**src/rtl/exc_pkg.sv**
```systemverilog
package exc_pkg;
  localparam int unsigned XLEN_D   = 32;
  localparam int unsigned CODE_W_D = 12;
  localparam int unsigned MASK_W_D = 4;

  localparam int unsigned SR_BLK   = 28;
  localparam int unsigned SR_BANK  = 29;
  localparam int unsigned SR_PRIV  = 30;
  localparam int unsigned SR_FPOFF = 15;
  localparam int unsigned SR_MLSB  = 4;

  localparam logic [CODE_W_D-1:0] C_POWER = 12'h000;
  localparam logic [CODE_W_D-1:0] C_MANUAL = 12'h020;
  localparam logic [CODE_W_D-1:0] C_RDMISS = 12'h040;
  localparam logic [CODE_W_D-1:0] C_WRMISS = 12'h060;
  localparam logic [CODE_W_D-1:0] C_MULTI = 12'h140;
  localparam logic [CODE_W_D-1:0] C_TRAP = 12'h160;
  localparam logic [CODE_W_D-1:0] C_UNBLK = 12'h1E0;

  typedef enum logic [1:0] {
    ENT_NONE = 2'd0,
    ENT_EXC  = 2'd1,
    ENT_IRQ  = 2'd2
  } ent_kind_e;

  typedef enum logic [1:0] {
    VC_RESET = 2'd0,
    VC_MISS  = 2'd1,
    VC_GEN   = 2'd2,
    VC_INT   = 2'd3
  } vec_class_e;

  function automatic vec_class_e classify(ent_kind_e k, logic [CODE_W_D-1:0] c);
    if (k == ENT_IRQ) return VC_INT;
    if (c == C_POWER || c == C_MANUAL || c == C_MULTI) return VC_RESET;
    if (c == C_RDMISS || c == C_WRMISS) return VC_MISS;
    return VC_GEN;
  endfunction
endpackage

```
**src/rtl/exc_select.sv**
```systemverilog
module exc_select
  import exc_pkg::*;
#(
  parameter int unsigned CODE_W = CODE_W_D
) (
  input  logic              clk,
  input  logic              rst_n,
  input  logic              boundary,
  input  logic              exc_pending,
  input  logic [CODE_W-1:0] exc_code,
  input  logic              irq_req,
  input  logic              vec_valid,
  input  logic [CODE_W-1:0] irq_vec,
  input  logic              blocked,
  input  logic              asleep,
  output ent_kind_e         kind,
  output logic [CODE_W-1:0] code_fin,
  output logic [CODE_W-1:0] evt_val
);
  logic irq_ok;

  assign irq_ok = irq_req && vec_valid && (!blocked || asleep);

  always_comb begin
    kind     = ENT_NONE;
    code_fin = exc_code;
    if (boundary) begin
      if (exc_pending) begin
        kind = ENT_EXC;
        if (blocked && exc_code != CODE_W'(C_UNBLK)) code_fin = CODE_W'(C_POWER);
      end else if (irq_ok) begin
        kind = ENT_IRQ;
      end
    end
  end

  assign evt_val = (kind == ENT_IRQ) ? irq_vec : code_fin;

  // an exception at a boundary wins over any interrupt
  p_exc_first_r1: assert property (@(posedge clk) disable iff (!rst_n)
    (boundary && exc_pending) |-> (kind == ENT_EXC));

  // blocked exceptions other than the unblockable one become reset code
  p_promote_r2: assert property (@(posedge clk) disable iff (!rst_n)
    (boundary && exc_pending && blocked && exc_code != CODE_W'(C_UNBLK))
      |-> (evt_val == CODE_W'(C_POWER)));

  // a blocked, awake core never accepts an interrupt
  p_blk_irq_r3: assert property (@(posedge clk) disable iff (!rst_n)
    (blocked && !asleep) |-> (kind != ENT_IRQ));
endmodule

```
**src/rtl/exc_target.sv**
```systemverilog
module exc_target
  import exc_pkg::*;
#(
  parameter int unsigned XLEN   = XLEN_D,
  parameter int unsigned CODE_W = CODE_W_D,
  parameter int unsigned MASK_W = MASK_W_D,
  parameter logic [31:0] RESET_VEC = 32'hA000_0000,
  parameter logic [31:0] OFS_GEN   = 32'h0000_0100,
  parameter logic [31:0] OFS_MISS  = 32'h0000_0400,
  parameter logic [31:0] OFS_INT   = 32'h0000_0600
) (
  input  logic              clk,
  input  logic              rst_n,
  input  ent_kind_e         kind,
  input  logic [CODE_W-1:0] code_fin,
  input  logic [XLEN-1:0]   pc,
  input  logic [XLEN-1:0]   sr,
  input  logic [XLEN-1:0]   vbr,
  input  logic              in_dslot,
  output logic [XLEN-1:0]   tgt_pc,
  output logic [XLEN-1:0]   save_pc,
  output logic [XLEN-1:0]   sr_new
);
  localparam logic [XLEN-1:0] STEP = XLEN'(2);

  vec_class_e       vcls;
  logic             is_trap;
  logic [XLEN-1:0]  rewound;

  assign vcls    = classify(kind, code_fin);
  assign is_trap = (kind == ENT_EXC) && (code_fin == CODE_W'(C_TRAP));

  always_comb begin
    rewound = in_dslot ? (pc - STEP) : pc;
    save_pc = is_trap ? (rewound + STEP) : rewound;
  end

  always_comb begin
    unique case (vcls)
      VC_RESET: tgt_pc = XLEN'(RESET_VEC);
      VC_MISS:  tgt_pc = vbr + XLEN'(OFS_MISS);
      VC_INT:   tgt_pc = vbr + XLEN'(OFS_INT);
      default:  tgt_pc = vbr + XLEN'(OFS_GEN);
    endcase
  end

  always_comb begin
    sr_new = sr;
    sr_new[SR_BLK]  = 1'b1;
    sr_new[SR_BANK] = 1'b1;
    sr_new[SR_PRIV] = 1'b1;
    if (vcls == VC_RESET) begin
      sr_new[SR_FPOFF] = 1'b0;
      sr_new[SR_MLSB +: MASK_W] = '1;
    end
  end

  // reset-class entries go to the fixed address with mask raised
  p_rst_target_r6: assert property (@(posedge clk) disable iff (!rst_n)
    (kind == ENT_EXC && (code_fin == CODE_W'(C_POWER) || code_fin == CODE_W'(C_MULTI)))
      |-> (tgt_pc == XLEN'(RESET_VEC) && sr_new[SR_MLSB +: MASK_W] == '1));

  // trap with delay slot nets to zero adjustment
  p_trap_ds_r8: assert property (@(posedge clk) disable iff (!rst_n)
    (is_trap && in_dslot) |-> (save_pc == pc));
endmodule

```
**src/rtl/exc_entry_seq.sv**
```systemverilog
module exc_entry_seq
  import exc_pkg::*;
#(
  parameter int unsigned XLEN   = XLEN_D,
  parameter int unsigned CODE_W = CODE_W_D,
  parameter int unsigned MASK_W = MASK_W_D
) (
  input  logic              clk,
  input  logic              rst_n,
  input  logic              evt_boundary,
  input  logic              exc_pending_i,
  input  logic [CODE_W-1:0] exc_code_i,
  input  logic              irq_req_i,
  input  logic              irq_vec_valid_i,
  input  logic [CODE_W-1:0] irq_vec_i,
  input  logic [XLEN-1:0]   pc_i,
  input  logic [XLEN-1:0]   sr_i,
  input  logic [XLEN-1:0]   vbr_i,
  input  logic [XLEN-1:0]   r15_i,
  input  logic              in_dslot_i,
  input  logic              sleep_i,
  output logic [MASK_W-1:0] irq_mask_o,
  output logic [XLEN-1:0]   pc_o,
  output logic [XLEN-1:0]   sr_o,
  output logic [XLEN-1:0]   ssr_o,
  output logic [XLEN-1:0]   spc_o,
  output logic [XLEN-1:0]   sgr_o,
  output logic [CODE_W-1:0] expevt_o,
  output logic [CODE_W-1:0] intevt_o,
  output logic              taken_o,
  output logic              dslot_clr_o,
  output logic              wake_o
);
  ent_kind_e         kind;
  logic [CODE_W-1:0] code_fin;
  logic [CODE_W-1:0] evt_val;
  logic [XLEN-1:0]   tgt_pc;
  logic [XLEN-1:0]   save_pc;
  logic [XLEN-1:0]   sr_new;
  logic              ent;
  logic              exc_en;
  logic              irq_en;

  logic [XLEN-1:0]   pc_d, sr_d, ssr_d, spc_d, sgr_d;
  logic [CODE_W-1:0] expevt_d, intevt_d;
  logic              taken_d, dclr_d, wake_d;

  assign irq_mask_o = sr_i[SR_MLSB +: MASK_W];

  exc_select #(.CODE_W(CODE_W)) i_select (
    .clk         (clk),
    .rst_n       (rst_n),
    .boundary    (evt_boundary),
    .exc_pending (exc_pending_i),
    .exc_code    (exc_code_i),
    .irq_req     (irq_req_i),
    .vec_valid   (irq_vec_valid_i),
    .irq_vec     (irq_vec_i),
    .blocked     (sr_i[SR_BLK]),
    .asleep      (sleep_i),
    .kind        (kind),
    .code_fin    (code_fin),
    .evt_val     (evt_val)
  );

  exc_target #(.XLEN(XLEN), .CODE_W(CODE_W), .MASK_W(MASK_W)) i_target (
    .clk      (clk),
    .rst_n    (rst_n),
    .kind     (kind),
    .code_fin (code_fin),
    .pc       (pc_i),
    .sr       (sr_i),
    .vbr      (vbr_i),
    .in_dslot (in_dslot_i),
    .tgt_pc   (tgt_pc),
    .save_pc  (save_pc),
    .sr_new   (sr_new)
  );

  assign ent    = (kind != ENT_NONE);
  assign exc_en = (kind == ENT_EXC);
  assign irq_en = (kind == ENT_IRQ);

  always_comb begin
    pc_d     = pc_o;
    sr_d     = sr_o;
    ssr_d    = ssr_o;
    spc_d    = spc_o;
    sgr_d    = sgr_o;
    expevt_d = expevt_o;
    intevt_d = intevt_o;
    if (ent) begin
      pc_d  = tgt_pc;
      sr_d  = sr_new;
      ssr_d = sr_i;
      spc_d = save_pc;
      sgr_d = r15_i;
    end
    if (exc_en) expevt_d = evt_val;
    if (irq_en) intevt_d = evt_val;
    taken_d = ent;
    dclr_d  = ent && in_dslot_i;
    wake_d  = ent && sleep_i;
  end

  always_ff @(posedge clk or negedge rst_n) begin
    if (!rst_n) begin
      pc_o        <= '0;
      sr_o        <= '0;
      ssr_o       <= '0;
      spc_o       <= '0;
      sgr_o       <= '0;
      expevt_o    <= '0;
      intevt_o    <= '0;
      taken_o     <= 1'b0;
      dslot_clr_o <= 1'b0;
      wake_o      <= 1'b0;
    end else begin
      pc_o        <= pc_d;
      sr_o        <= sr_d;
      ssr_o       <= ssr_d;
      spc_o       <= spc_d;
      sgr_o       <= sgr_d;
      expevt_o    <= expevt_d;
      intevt_o    <= intevt_d;
      taken_o     <= taken_d;
      dslot_clr_o <= dclr_d;
      wake_o      <= wake_d;
    end
  end

  // no boundary, no pulse in the following cycle
  p_no_bnd_r11: assert property (@(posedge clk) disable iff (!rst_n)
    !evt_boundary |=> !taken_o);

  // registers hold when no entry was made
  p_hold_r11: assert property (@(posedge clk) disable iff (!rst_n)
    !taken_o |-> ($stable(pc_o) && $stable(spc_o) && $stable(sr_o)));

  // entered status always privileged, blocked, alternate bank
  p_sr_bits_r4: assert property (@(posedge clk) disable iff (!rst_n)
    taken_o |-> (sr_o[SR_BLK] && sr_o[SR_BANK] && sr_o[SR_PRIV]));

  // delay-slot clear only accompanies an entry
  p_dclr_r5: assert property (@(posedge clk) disable iff (!rst_n)
    dslot_clr_o |-> taken_o);

  // wake only accompanies an entry
  p_wake_r10: assert property (@(posedge clk) disable iff (!rst_n)
    wake_o |-> taken_o);

  // interrupt log changes only through an accepted interrupt
  p_intevt_r9: assert property (@(posedge clk) disable iff (!rst_n)
    (!irq_en) |=> $stable(intevt_o));
endmodule

```
**config.mk**
```make
export PLATFORM = sky130hd
export DESIGN_NAME = exc_entry_seq
export DESIGN_NICKNAME = d
export VERILOG_FILES = /design/src/rtl/exc_pkg.sv /design/src/rtl/exc_select.sv /design/src/rtl/exc_target.sv /design/src/rtl/exc_entry_seq.sv
export SDC_FILE = /design/constraint.sdc
export NUM_CORES = 1
export LEC_CHECK = 0
export ABC_AREA = 1
export BUFFER_PORTS_ARGS = -buffer_cell sky130_fd_sc_hd__buf_2
export CAP_MARGIN = 20
export CORE_MARGIN = 2
export CORE_UTILIZATION = 45
export DETAILED_ROUTE_END_ITERATION = 8
export PLACE_DENSITY = 0.73
export SYNTH_ARGS = -nofsm -noshare
export SYNTH_HDL_FRONTEND = slang
export SYNTH_SLANG_ARGS = --single-unit
```
**constraint.sdc**
```tcl
create_clock -name clk -period 1.4 [get_ports clk]
set_clock_uncertainty 0.2 [all_clocks]
set_input_delay 0 -clock clk [delete_from_list [all_inputs] [get_ports clk]]
set_output_delay 0 -clock clk [all_outputs]
set_load 0.01 [all_outputs]
```
# Word-level counts from Yosys, hierarchy flattened
# Index checks and enable logic that the tools add are counted.
totals:
  mem_bits_rw: 0
  word_cells: 63
  latch_bits: 0
  inputBits: 160
  output_inout_bits: 191
  regBits: 187
  romBits: 0
  n_memories: 0
classes:
  n_shift: 0
  n_addsub: 5
  div_mod_pow: 0
  n_eq_ne: 10
  n_lt_le_gt_ge: 0
  mul: 0
  reduce_logical: 14
  bitwise_logic: 0
  muxes: 24
op_table:
  columns: ["cell", "n"]
  rows:
  - ["$pmux W32 S3", 1]
  - ["$add A32 B11 Y32 const B", 2]
  - ["$mux W32", 2]
  - ["$mux W12", 4]
  - ["$add A32 B2 Y32 const B", 1]
  - ["$add A32 B9 Y32 const B", 1]
  - ["$sub A32 B2 Y32 const B", 1]
  - ["$eq A12 B7 Y1 const B", 2]
  - ["$eq A12 B9 Y1 const B", 2]
  - ["$mux W2", 9]
  - ["$eq A12 B6 Y1 const B", 1]
  - ["$logic_not A12 Y1", 1]
  - ["$ne A12 B9 Y1 const B", 1]
  - ["$mux W1", 7]
  - ["$logic_and A1 B1 Y1", 6]
  - ["$eq A2 B1 Y1 const B", 2]
  - ["$eq A2 B2 Y1 const B", 2]
  - ["$logic_or A1 B1 Y1", 4]
  - ["$mux W4", 1]
  - ["$logic_not A2 Y1", 1]
  - ["$reduce_bool A2 Y1", 1]
  - ["$logic_not A1 Y1", 1]

# Logic depth before layout (Yosys ltp)
# Gate-level depths: netlist of run 1.
depth:
  word_depth: 17
  ltp_mapped: 18
  depth_no_buf: 18

# Hierarchy
# Synthesis of run 1 repeated with hierarchy kept, for this count alone.
hier_totals:
  hier_cells: 1701
  area_unflattened_um2: 11700.0
by_module_without_submodules:
  columns: ["module", "area_each_um2", "cells_each", "n_inst"]
  rows:
  - ["exc_entry_seq", 7335.8, 813, 1]
  - ["exc_target", 3992.6, 803, 1]
  - ["exc_select", 371.6, 85, 1]

# Worst setup path before layout of run 1
# No wires, ideal clock.
synth_timing:
  path_type: "input to register"
  from: "in pc_i[1]"
  to: "reg spc_o[21]"
  setup_ns: 0.131
  cell_stages: 14
  required_ns: 1.069
  path_slack_ns: -0.655
  n_path_buf: 0
  t_arrival_ns: 1.724
  path_cell_list: "inv_1 > ha_1 > o21ai_1 > ha_1 > inv_1 > nor2_1 > nand2_1 > nor2_2 > nand3_1 > inv_1 > nand3_2 > nor2_2 > xor2_1 > o21bai_1"
synth_via:
  elab_chain_len: 4
synth_rtl:
  columns: ["item", "line", "text"]
  rows:
  - ["from (decl)", "exc_entry_seq.sv:16", "input logic [XLEN-1:0] pc_i,"]
  - ["$sub A32 B2 Y32", "exc_target.sv:34", "rewound = in_dslot ? (pc - STEP) : pc;"]
  - ["$mux W32 *", "exc_target.sv:34", null]
  - ["$add A32 B2 Y32", "exc_target.sv:35", "save_pc = is_trap ? (rewound + STEP) : rewound;"]
  - ["$mux W32 *", "exc_target.sv:35", null]
  - ["to (signal assigned)", "exc_entry_seq.sv:122", "spc_o <= spc_d;"]
  - ["to (decl)", "exc_entry_seq.sv:26", "output logic [XLEN-1:0] spc_o,"]
# Mark *: on every way between the ends. The rest lies on a longest branch, timed or not.
# A chain may end at the register's enable or synchronous reset.

# Worst setup path in the final report of run 1
layout_timing:
  from: "in exc_code_i[4]"
  to: "reg spc_o[28]"
layout_via:
  elab_chain_len: 8
layout_rtl:
  columns: ["item", "line", "text"]
  rows:
  - ["from (decl)", "exc_entry_seq.sv:12", "input logic [CODE_W-1:0] exc_code_i,"]
  - ["$ne A12 B9 Y1", "exc_select.sv:30", "if (blocked && exc_code != CODE_W'(C_UNBLK)) code_fin = CODE_W'(C_POWER);"]
  - ["$logic_and A1 B1 Y1", "exc_select.sv:30", null]
  - ["$mux W12", "exc_select.sv:30", null]
  - ["$mux W12", "exc_select.sv:28", "if (exc_pending) begin"]
  - ["$mux W12 *", "exc_select.sv:27", "if (boundary) begin"]
  - ["$eq A12 B9 Y1 *", "exc_target.sv:31", "assign is_trap = (kind == ENT_EXC) && (code_fin == CODE_W'(C_TRAP));"]
  - ["$logic_and A1 B1 Y1 *", "exc_target.sv:31", null]
  - ["$mux W32 *", "exc_target.sv:35", null]
# Marks and branches as above.

==> key figures, run 1 <==
Timing
  – Hold_ws: -143 ps
  – Slew HR: between 60 and 70%
  – PnR worst setup slack: -417 ps
  – Min cycle time layout: 1820 ps
  – Slew of the pin with the lowest slew margin: 488 ps
  – Final period utilization: 130%
  – # setup viols final: 66
  – Hold Vio Cnt, Final: 35
  – FMAX: around 550 MHz
  – RSZ-0062 raised after global routing: yes
  – Fin. max-slew vios: 0

Placed design
  – Port buffer count: 350
  – Hpwl dp: about 26,000 um
  – GPL Wtd Cong: about 0.95
  – Dpl ws: -839 ps
  – Area after DPL: 14,200 um^2

Run status
  – Failing checks: negative hold slack, negative setup slack
  – Outcome: complete, but fails checks

Die
  – Die width: ~150 um
  – Initial Util: approximately 46%
  – IO Pins: 351
  – Core area: 21,800 um^2
  – DIE HEIGHT: 152 um
  – DIE AREA: 23,200 um^2
  – Std cell rows: 54

Worst setup path
  – Critical path arrival: a little under 2000 ps
  – Reg2reg end: sr_o[30]$_DFFE_PN0N_
  – RR Startpoint: sr_o[30]$_DFFE_PN0N_
  – Startpoint types: input port
  – Worst Setup End Kind: flop
  – Critical Path RT: 1530 ps
  – R2R depth: 1
  – Crit Path Category: in2reg
  – Reg2Reg Setup Slack: 380 ps
  – CP max FO: 5

Final layout
  – Fillers: ~1,200
  – Layout cells sized above 1: approximately 45%
  – Final instance area: around 18,000 um^2
  – Area delta synth->final: 79.2%
  – # nets final: 2,299

Clocking
  – Clock tree buffer depth: 2
  – Cts hold-fix bufs: 132
  – Clock latency on the worst-skew pair: about 430 ps
  – TritonCTS buffer count: 17
  – Clock slew at reported path FFs: approximately 70 ps
  – Clk sinks: 161
  – H-tree levels: 4
  – CTS tree: yes
  – Clock root cell: clkbuf_16

Detailed routing
  – Drt wl/cell: 19.0 um
  – Remaining DRCs: 0
  – Drt first pass iters: 6
  – DR vias/cell: 5.50
  – Vias: 13,400
  – Wirelength, routed: 46,100 um
  – Post-DRT Antenna Nets: 0
  – DR iter-0 viols: 1,304

Pwr
  – Peak supply drop: 835 uV
  – Pwr/cell area: just under 900 nW/um^2
  – Leakage: 9.06 nW

GRT
  – Pin count of the biggest net entering global routing: 50
  – GR Overflow Total: 0
  – Initial antenna violation count: 2
  – Vias in the first global route: 13,000
  – First-pass GRT wire length: 66,200 um
  – Total GRT Usage: a little over a third

Synth
  – Area leader, netlist: dfrtp_1
  – Number of synthesized flops with an enable pin: 0
  – Primary FF master, synth: dfrtp_1
  – Async set-or-reset flop fraction in the synthesized netlist: 100%
  – Post-synthesis cell area: 9910 um^2
  – Yosys cell types: 46
  – Net Count, Synth: 1,570
  – YS warnings: 0
  – Largest family of logic cells by synthesized area: simple AND/OR/NAND/NOR gates
  – Count leader, synth: nand2_1
  – XOR/XNOR share of the synthesized area: 5.88%
  – Post-Synth Adder-Cell Area: 0.883%
  – Simple-gate portion of the synthesized area: a little under two fifths
  – Yosys top cell area share: about two fifths
  – Syn avg cell area: 7.07 um^2
  – Mapped Cells: 1,403
  – FF+latch count, synth: 161
  – Synth top cells by count: nand2_1, dfrtp_1, nor2_1
  – Top cells by area, synth: dfrtp_1, nand2_1, nor2_1
  – Post-synthesis mux area share: 0%
  – Compound-Gate Fraction of Synth Area: 7.18%
  – Register area share after synthesis: 40.6%

Worst hold path
  – Tightest Hold Check Type: in2async

Run
  – Max_cap viols: 0
cell type report:
cell class,instances,area [um^2],area share [%]
flip-flops and latches,161,4030,22.7
repair buffers,785,5990,33.7
well taps,280,350,1.97
clock buffers,17,425,2.39
diodes,2,5.00,0.0282
inverters,121,553,3.11
multi-input cells,1046,6220,35.0
clock inverters,15,186,1.05
logic make-up (layout without fill, tap and decap cells):
family / after synthesis / count (layout)
buffers and inverters: 197 / 938
and+or+nand+nor: 847 / 848
other: 0 / 2
xor gates and xnor gates: 64 / 64
AOI/OAI and AO/OA: 127 / 127
adders and majority gates: 7 / 7
DFF: 161 / 161
through the flow:
stage / TNS [ps] / instances / power (mW) / util, %
after CTS: -5250 / 2407 / 14.9 / 78.4
after floorplan: -14730 / 1403 / 7.58 / -
after global routing: -19300 / 2427 / 16.0 / 81.6
after detailed placement: -61200 / 2211 / 9.63 / 65.2
after global placement: -56140 / 2211 / 9.55 / 65.2
final: -15470 / 2427 / 15.4 / 81.6
flip-flops by register name (all words and copies together), names as in the netlist:
signal and cells:
intevt_o 12, dslot_clr_o 1, wake_o 1, pc_o 32, spc_o 32, ssr_o 9, sgr_o 32, expevt_o 12
taken_o 1, sr_o 29
how the worst max path moves through the flow:
stage / startpoint / cells past startpoint / slack, ps / endpoint
final: exc_code_i[4] / 15 / -420 / spc_o[28]$_DFFE_PN0N_
after global routing: exc_code_i[4] / 15 / -490 / spc_o[28]$_DFFE_PN0N_
after CTS: pc_i[2] / 17 / -210 / spc_o[31]$_DFFE_PN0N_
after detailed placement: pc_i[2] / 17 / -840 / spc_o[31]$_DFFE_PN0N_
after global placement: pc_i[2] / 17 / -820 / spc_o[31]$_DFFE_PN0N_
after floorplan: pc_i[2] / 16 / -470 / spc_o[31]$_DFFE_PN0N_
timing repair:
action / CTS / global route
cloned: 4 / 1
buffers inserted: 30 / 20
pin swaps: 80 / 100
endpoints found under the setup margin: 63 / 98
hold endpoints to repair: 296 / 36
resized for setup: 170 / 140
power breakdown:
part / internal (mW) / switching [mW]
Sequential: 5.33 / 0.468
Clock: 2.43 / 2.42
Combinational: 2.12 / 2.64
Total: 9.89 / 5.54
critical path, stage by stage:
cell     delay [ps]
buf_8           100
inv_4            60
nand2_4          50
nor2_4          140
nand3_4          90
nand2_4         110
buf_6           150
nand3_4         120
nor3_4          220
buf_6           160
nand4_4         180
nor2_4          210
nand4_1         150
nand3_1         110
nand2_1          60
per-layer routing:
metal | share of wire, % | track usage (%) | vias to the layer above
met5 | 0 | 0 | -
met4 | 6.6 | 16.0 | 0
met3 | 8.2 | 6.94 | 272
met2 | 49 | 61.5 | 906
met1 | 36 | 41.6 | 6289
li1 | - | - | 5890
cells in the final DEF (no fill, tap or decap), drive strengths merged:
cell type | synthesis | final
ha | 7 | 7
diode | 0 | 2
nor2 | 155 | 155
and2 | 1 | 1
nor3b | 2 | 2
inv | 118 | 124
nand3 | 96 | 96
nor3 | 18 | 18
a21oi | 49 | 49
o22ai | 3 | 3
clkbuf | 37 | 18
o221ai | 4 | 4
clkinv | 3 | 9
dfrtp | 161 | 161
o2111ai | 2 | 2
xor2 | 55 | 55
dlygate4sd3 | 0 | 132
o21ai | 47 | 47
a31oi | 7 | 7
o21bai | 3 | 3
xnor2 | 9 | 9
clkinvlp | 0 | 3
a211oi | 1 | 1
o31ai | 3 | 3
nand3b | 2 | 2
o211ai | 8 | 8
or2 | 4 | 4
nand2 | 540 | 540
nor4b | 1 | 1
nand4 | 26 | 27
buf | 39 | 652
nor4 | 2 | 2
No activity file was read; power rests on OpenSTA's default activity.
==> run 2, diff against run 1 <==
--- a/config.mk
+++ b/config.mk
@@ -9,9 +9,9 @@
 export BUFFER_PORTS_ARGS = -buffer_cell sky130_fd_sc_hd__buf_2
 export CAP_MARGIN = 20
 export CORE_MARGIN = 2
-export CORE_UTILIZATION = 45
+export CORE_UTILIZATION = 55
 export DETAILED_ROUTE_END_ITERATION = 8
-export PLACE_DENSITY = 0.73
+export PLACE_DENSITY = 0.87
 export SYNTH_ARGS = -nofsm -noshare
 export SYNTH_HDL_FRONTEND = slang
 export SYNTH_SLANG_ARGS = --single-unit
==> constraint.sdc (replaced) <==
create_clock -name clk -period 1.4 [get_ports clk]
set_clock_uncertainty 0.2 [all_clocks]
set_input_delay 0 -clock clk [delete_from_list [all_inputs] [get_ports clk]]
set_output_delay 0 -clock clk [all_outputs]
set_load 0.02 [all_outputs]
==> run 2 against run 1 <==
Net effect: the flow now stops in global routing; synthesized cell count is the same; area after synthesis is the same.
==> key figures, run 2 <==
Run status
  – Outcome: stopped before the end
  – Failing step: global routing
  – First Err: [ERROR GRT-0116] Global routing finished with congestion. Check the congestion regions in the DRC Viewer.

Die
  – Std cell rows: 49 (-9.3%)
  – IO Pins: 351 (unchanged)
  – Die width: 138 um (-9.3%)
  – DIE HEIGHT: 138 um (-9.3%)
  – Initial Util: 55.6% (+10 points)

Synth
  – Syn avg cell area: 7.07 um^2 (unchanged)
  – Largest family of logic cells by synthesized area: simple AND/OR/NAND/NOR gates
  – Mapped Cells: 1,403 (unchanged)
  – Post-synthesis mux area share: 0% (unchanged)
  – Primary FF master, synth: dfrtp_1
  – XOR/XNOR share of the synthesized area: 5.88% (unchanged)
  – Area leader, netlist: dfrtp_1
  – Top cells by area, synth: dfrtp_1, nand2_1, nor2_1
  – Net Count, Synth: 1,570 (unchanged)
  – Number of synthesized flops with an enable pin: 0 (unchanged)
  – Async set-or-reset flop fraction in the synthesized netlist: 100% (unchanged)
  – Compound-Gate Fraction of Synth Area: 7.18% (unchanged)
  – FF+latch count, synth: 161 (unchanged)
  – Yosys top cell area share: 40.6% (unchanged)
  – Synth top cells by count: nand2_1, dfrtp_1, nor2_1
  – Post-Synth Adder-Cell Area: 0.883% (unchanged)
  – Count leader, synth: nand2_1
  – Yosys cell types: 46 (unchanged)
  – Register area share after synthesis: 40.6% (unchanged)
  – Post-synthesis cell area: 9910 um^2 (unchanged)
  – YS warnings: 0 (unchanged)
  – Simple-gate portion of the synthesized area: 36.8% (unchanged)

Placed design
  – Port buffer count: 350 (unchanged)
  – Hpwl dp: 27,100 um (+4.7%)
  – GPL Wtd Cong: 1.01 (+5.7%)

GRT
  – Pin count of the biggest net entering global routing: 64
  – Total GRT Usage: 63.2%
  – GR Overflow Total: 5
  – Vias in the first global route: 17,000
  – First-pass GRT wire length: between 90,000 and 100,000 um

Clocking
  – Clock tree buffer depth: 2 (unchanged)
  – Clk sinks: 161 (unchanged)
  – H-tree levels: 4 (unchanged)
  – Clock root cell: clkbuf_16
  – TritonCTS buffer count: 17 (unchanged)
[run 2: cell counts after synthesis]
Identical to the previous run, type by type.
[run 2: cell families after synthesis]
group	Yosys count
adder cells (fa/ha/maj)	7
AO/OA/AOI/OAI	127
flip-flops	161
XOR/XNOR	64
AND/OR/NAND/NOR	847
buffers and inverters	197
[run 2: per-layer routing]
| layer | track usage, % | overflow |
|---|---|---|
| met2 | 88.1 | 1 |
| met3 | 39.8 | 1 |
| met1 | 62.9 | 0 |
| met5 | 3.51 | 0 |
| met4 | 61.4 | 3 |
[run 2: what timing repair did]
item / CTS
setup buffers: 34
hold buffers: 127
pin swaps: 106
resized for setup: 186
setup endpoints to repair: 64
gates cloned: 5
endpoints found under the hold margin: 292
[run 2: stage by stage]
step / util, % / area [um^2] / TNS [ps] / instances / setup WS (ps)
after CTS: 94.8 / 16900 / -8580 / 2345 / -315
after detailed placement: 78.1 / 13900 / -61210 / 2148 / -832
after global placement: 78.1 / 13900 / -53470 / 2148 / -768
after floorplan: - / 10300 / -14730 / 1403 / -466
==> run 3, diff against run 2 <==
--- a/config.mk
+++ b/config.mk
@@ -9,9 +9,9 @@
 export BUFFER_PORTS_ARGS = -buffer_cell sky130_fd_sc_hd__buf_2
 export CAP_MARGIN = 20
 export CORE_MARGIN = 2
-export CORE_UTILIZATION = 55
+export CORE_UTILIZATION = 40
 export DETAILED_ROUTE_END_ITERATION = 8
-export PLACE_DENSITY = 0.87
+export PLACE_DENSITY_LB_ADDON = 0.15
 export SYNTH_ARGS = -nofsm -noshare
 export SYNTH_HDL_FRONTEND = slang
 export SYNTH_SLANG_ARGS = --single-unit
==> run 3 against run 2 <==
Net effect: the flow now finishes, with violations (negative hold slack, negative setup slack).
==> key figures, run 3 (synthesized netlist as in run 1, its figures left out) <==
Run status
  – Outcome: complete, but fails checks
  – Failing checks: negative hold slack, negative setup slack

Pwr
  – Seq pwr share: a little under two fifths
  – Leakage: 8.94 nW
  – Switching Share: 37.7%
  – Pwr/cell area: approximately 910 nW/um^2
  – Peak supply drop: 767 uV
  – Clk pwr share: 31.1%
  – P_int: 9.81 mW
  – Combinational fraction of design power: about a third
  – P_sw: 5.95 mW

Placed design
  – GPL Wtd Cong: 0.917 (-8.8%)
  – Hpwl dp: 26,300 um (-2.8%)
  – Port buffer count: 350 (unchanged)
  – DP Cell Count: 2,251 (+4.8%)

Die
  – IO Pins: 351 (unchanged)
  – DIE HEIGHT: 161 um (+17%)
  – DIE AREA: roughly 26,000 um^2
  – Die width: 161 um (+17%)
  – Core area: 24,300 um^2
  – Std cell rows: 57 (+16%)
  – Initial Util: 40.8% (-15 points)

Timing
  – PnR worst setup slack: -335 ps
  – Fin. max-slew vios: 0
  – Setup TNS: -12,760 ps
  – Slew of the pin with the lowest slew margin: 429 ps
  – Final period utilization: 124%
  – Hold Vio Cnt, Final: 5
  – Slew HR: roughly 70%
  – # setup viols final: 64
  – FMAX: approximately 580 MHz
  – Min cycle time layout: 1730 ps
  – RSZ-0062 raised after global routing: yes
  – Hold_ws: -105 ps

Clocking
  – Clock slew at reported path FFs: approximately 80 ps
  – H-tree levels: 4 (unchanged)
  – Clock root cell: clkbuf_16
  – CTS tree: yes
  – TritonCTS buffer count: 17 (unchanged)
  – Clk sinks: 161 (unchanged)
  – Clock tree buffer depth: 2 (unchanged)
  – Clock latency on the worst-skew pair: 440 ps

Final layout
  – Layout cells sized above 1: 43.6%
  – Top flop regs: pc_o x32, sgr_o x32, spc_o x32
  – Post-route insts no fill: 2,463
  – Most frequent cells in the layout: nand2_1, buf_2, buf_4
  – Commonest non-fill, non-tap cell in the layout: nand2_1
  – Area delta synth->final: 75.4%
  – # nets final: 2,293
  – N_diodes: 0
  – Post-layout util: 71.5%

GRT
  – Pin count of the biggest net entering global routing: 66
  – Total GRT Usage: approximately 29%
  – GR Overflow Total: 0
  – Vias in the first global route: 12,100
  – First-pass GRT wire length: 60,100 um
  – Initial antenna violation count: 0

Worst setup path
  – Critical Path RT: 1520 ps
  – Crit Path Category: in2reg
  – R2R depth: 1
  – Worst Setup End Kind: flop
  – CP max FO: 8
  – Startpoint types: input port
  – Critical path arrival: 1860 ps

Detailed routing
  – DR iter-0 viols: 838
  – Vias: roughly 12,000
  – Remaining DRCs: 0
  – Post-DRT Antenna Nets: 0
  – Wirelength, routed: around 40,000 um
  – Drt first pass iters: 5
  – Drt wl/cell: 16.0 um
  – DR vias/cell: between 4 and 5

Worst hold path
  – Tightest Hold Check Type: in2reg
  – Hold path depth: 6

Run
  – Max_cap viols: 0
run 3: path summary, 6_finish.rpt:
check	slack (ps)	startpoint	to
worst max-delay path	-330	exc_code_i[2]	spc_o[16]$_DFFE_PN0N_
worst min-delay path	-100	pc_i[20]	spc_o[20]$_DFFE_PN0N_
worst max register to register	400	sr_o[30]$_DFFE_PN0N_	sr_o[30]$_DFFE_PN0N_
worst min register to register	270	ssr_o[5]$_DFFE_PN0N_	ssr_o[5]$_DFFE_PN0N_
max in group asynchronous	100	rst_n	sgr_o[9]$_DFFE_PN0N_
min in group asynchronous	380	rst_n	pc_o[17]$_DFFE_PN0N_
run 3: final cells by class:
type,instances,area [um^2]
sequential,161,4030
clock buffer,17,425
clock inverter,15,185
tap,324,405
inverter,121,539
fill,1867,6930
timing repair buffer,779,5760
multi-input combinational,1046,6050
run 3: per-layer routing:
metal	vias to the layer above	GRT usage, %	part of all wire [%]
li1	5864	-	-
met1	5726	34.1	40
met2	461	50.5	50
met3	99	5.93	6.5
met4	0	12.7	3.8
met5	-	0	0
run 3: repair_timing:
item,CTS,global route
gates cloned,3,0
endpoints found under the setup margin,64,167
setup buffers,26,25
hold buffers,126,3
endpoints found under the hold margin,297,5
resized for setup,150,119
pin swaps,66,93
run 3: worst max-delay path, stage by stage:
cell and delay (ps):
buf_8 110, inv_8 50, nand2_4 60, nor2_4 110
nand3_2 100, nand2_4 140, buf_6 120, nand3_4 80
nor3_4 340, nand4_4 210, buf_4 200, nor2_2 100
xor2_1 160, o21ai_1 70
run 3: power groups by stage:
stage / sequential, mW / combinational (mW) / clock, mW
4_1_cts: 5.76 / 4.84 / 4.97
5_1_grt: 5.85 / 5.47 / 5.17
6_report: 5.78 / 5.08 / 4.90
2_1_floorplan: 6.64 / 1.55 / 0
3_5_place_dp: 5.83 / 4.38 / 0
3_3_place_gp: 5.83 / 4.32 / 0
run 3: per-stage QoR:
| stage | cell area (um^2) | setup slack (ps) | total power [mW] |
|---|---|---|---|
| final | 17400 | -335 | 15.8 |
| after global routing | 17400 | -395 | 16.5 |
| after CTS | 16700 | -247 | 15.6 |
| after detailed placement | 14100 | -852 | 10.2 |
| after global placement | 14100 | -858 | 10.1 |
| after floorplan | 10300 | -466 | 8.19 |
==> run 4, diff against run 3 <==
--- a/config.mk
+++ b/config.mk
@@ -7,8 +7,8 @@
 export LEC_CHECK = 0
 export ABC_AREA = 1
 export BUFFER_PORTS_ARGS = -buffer_cell sky130_fd_sc_hd__buf_2
-export CAP_MARGIN = 20
-export CORE_MARGIN = 2
+export CAP_MARGIN = 25
+export CORE_MARGIN = 5
 export CORE_UTILIZATION = 40
 export DETAILED_ROUTE_END_ITERATION = 8
 export PLACE_DENSITY_LB_ADDON = 0.15
==> run 4 against run 3 <==
Net effect: the flow still finishes with violations (negative hold slack, negative setup slack); critical path depth up 3; die area up 7.6%; setup slack better by 20 ps; total power up 0.93%; hold slack better by 24 ps; cell area up 1.1%; maximum frequency up 1.2%; sequential share of layout area down 0.26 points; core utilization up 0.60 points; sequential power about the same; critical path type unchanged; highest routed layer unchanged; clock power up 2%.
==> key figures, run 4 (synthesized netlist as in run 1, its figures left out) <==
Die
  – DIE HEIGHT: 167 um (+3.7%)
  – Core area: 24,400 um^2 (+0.29%)
  – Die width: 167 um (+3.7%)
  – IO Pins: 351 (unchanged)
  – DIE AREA: 28,000 um^2 (+7.6%)
  – Initial Util: 40.6% (-0.12 points)
  – Std cell rows: 57 (unchanged)

Detailed routing
  – Drt first pass iters: 7 (+2)
  – Post-DRT Antenna Nets: 0 (unchanged)
  – Drt wl/cell: 16.6 um (+3.5%)
  – Wirelength, routed: 40,800 um (+3.6%)
  – Remaining DRCs: 0 (unchanged)
  – Vias: 12,100 (-0.17%)
  – DR vias/cell: 4.92 (-0.25%)
  – DR iter-0 viols: 760 (-9.3%)

Worst setup path
  – Critical Path RT: 1580 ps (+60 ps)
  – CP delay by family, top: simple AND/OR/NAND/NOR gates
  – Startpoint types: input port
  – CP peak stage delay: 210 ps (-130 ps)
  – Crit path cell chain: buf_8 -> inv_8 -> ha_4 -> o21ai_4 -> ha_2 -> inv_2 -> nor2_4 -> nand2_2 -> nor2_4 -> nand2_2 -> nor2_2 -> nand4_1 -> nor2_2 -> nand3_1 -> nand2_1 -> nand3_1 -> nand2_1
  – CP max FO: 4 (-4)
  – Worst setup startpoint: pc_i[1]
  – Worst Setup End Kind: flop
  – Critical path arrival: 1900 ps (+40 ps)
  – CP max-delay cell: nor2_2
  – CP Buf/Inv Count: 3 (-1)
  – RR Startpoint: sr_o[30]$_DFFE_PN0N_
  – Crit Path Category: in2reg

Placed design
  – GPL Wtd Cong: 0.892 (-2.8%)
  – Area after DPL: 14,100 um^2 (+0.11%)
  – DP Cell Count: 2,253 (+0.089%)
  – Port buffer count: 350 (unchanged)
  – Hpwl dp: 27,700 um (+5.2%)

Timing
  – # setup viols final: 64 (unchanged)
  – Min cycle time layout: 1710 ps (-20.1 ps)
  – RSZ-0062 raised after global routing: yes
  – Fin. max-slew vios: 0 (unchanged)
  – Hold_ws: -81.0 ps (+23.9 ps)
  – PnR worst setup slack: -314 ps (+20.1 ps)
  – Final period utilization: 122% (-1.4 points)
  – FMAX: 583 MHz (+1.2%)
  – Setup TNS: -10,550 ps (+2210 ps)
  – Slew of the pin with the lowest slew margin: 416 ps (-13.3 ps)
  – Slew HR: 72.3% (+1.3 points)
  – Hold Vio Cnt, Final: 5 (unchanged)

Clocking
  – Clk sinks: 161 (unchanged)
  – Clock tree buffer depth: 2 (unchanged)
  – Clock root cell: clkbuf_16
  – TritonCTS buffer count: 17 (unchanged)
  – Clock slew at reported path FFs: 80 ps (about the same)
  – Clock latency on the worst-skew pair: 430 ps (about the same)
  – CTS tree: yes
  – H-tree levels: 4 (unchanged)

Final layout
  – # nets final: 2,292 (-0.044%)
  – Post-route insts no fill: 2,465 (+0.081%)
  – Final instance area: 17,600 um^2 (+1.1%)
  – Commonest non-fill, non-tap cell in the layout: nand2_1
  – Fillers: 1,877 (+0.54%)
  – Most frequent cells in the layout: nand2_1, buf_2, buf_4
  – Layout cells sized above 1: 44.4% (+0.82 points)
  – Top flop regs: pc_o x32, sgr_o x32, spc_o x32
  – Area delta synth->final: 77.4%

Worst hold path
  – Worst hold start: vbr_i[11]
  – Tightest Hold Check Type: in2reg

GRT
  – GR Overflow Total: 0 (unchanged)
  – Initial antenna violation count: 2 (+2)
  – Vias in the first global route: 12,100 (+0.59%)
  – Pin count of the biggest net entering global routing: 60 (-9.1%)
  – First-pass GRT wire length: 62,600 um (+4.1%)
  – Total GRT Usage: 27.1% (-1.7 points)

Pwr
  – Leakage: 9.00 nW (+0.67%)
  – Peak supply drop: 695 uV (-9.5%)
  – Pwr/cell area: 904 nW/um^2 (-0.19%)

Run status
  – Outcome: complete, but fails checks
  – Failing checks: negative hold slack, negative setup slack

Run
  – Max_cap viols: 0 (unchanged)
==> run 4: changes by cell type in the layout (fill, tap and decap cells not counted), moves of 4 or more <==
cell,change
buf_2,-6
buf_4,-6
buf_6,+4
inv_6,+4
nand2_1,-4
nand3_2,+4
nor2_1,-8
nor2_4,+7
==> run 4: metal layers <==
layer	vias up	GRT usage, %	wire (um)
li1	5857	-	-
met1	5728	34.4	16500
met2	463	46.0	20200
met3	81	5.56	2820
met4	0	9.70	1340
met5	-	0	0
==> run 4: worst min-delay path, stage by stage <==
cell,delay [ps]
clkbuf_4,160
xor2_1,120
nor2_2,120
o21ai_1,60
nand2_1,50
==> run 4: worst paths after layout <==
kind | to | slack (ps) | depth (start not counted)
setup / recovery | spc_o[31]$_DFFE_PN0N_ | -310 | 17
hold / removal | pc_o[11]$_DFFE_PN0N_ | -80 | 5
setup reg to reg | sr_o[30]$_DFFE_PN0N_ | 390 | 1
hold reg to reg | sgr_o[0]$_DFFE_PN0N_ | 270 | 2
max in group asynchronous | spc_o[28]$_DFFE_PN0N_ | 90 | 4
min in group asynchronous | pc_o[21]$_DFFE_PN0N_ | 360 | 3
==> run 4: through the flow <==
stage	util, %	hold WS, ps	power (mW)	setup WS, ps
finish	72.1	-81.0	15.9	-314
global route	72.1	-87.8	16.6	-422
detailed placement	57.8	-293	10.3	-837
global placement	57.8	-293	10.2	-832
floorplan	-	-496	8.19	-466
CTS	69.4	-95.3	15.7	-241
==> run 4: repair_timing <==
item	CTS	global route
setup endpoints to repair	64	169
cloned	4	2
pin swaps	79	90
endpoints found under the hold margin	295	3
resized for setup	165	151
setup buffers	29	18
hold buffers	131	1
==> run 4: layout make-up <==
cell class	instances	area (um^2)	area share, %
inverter	121	543	3.09
clock inverter	15	204	1.16
tap	324	405	2.31
antenna	3	7.51	0.0427
multi-input combinational	1047	6170	35.1
timing repair buffer	777	5800	33.0
sequential	161	4030	22.9
clock buffer	17	425	2.42
==> run 4: power by group <==
| part | switching, mW | internal (mW) |
|---|---|---|
| Clock | 2.52 | 2.48 |
| Combinational | 3.08 | 2.06 |
| Sequential | 0.440 | 5.33 |
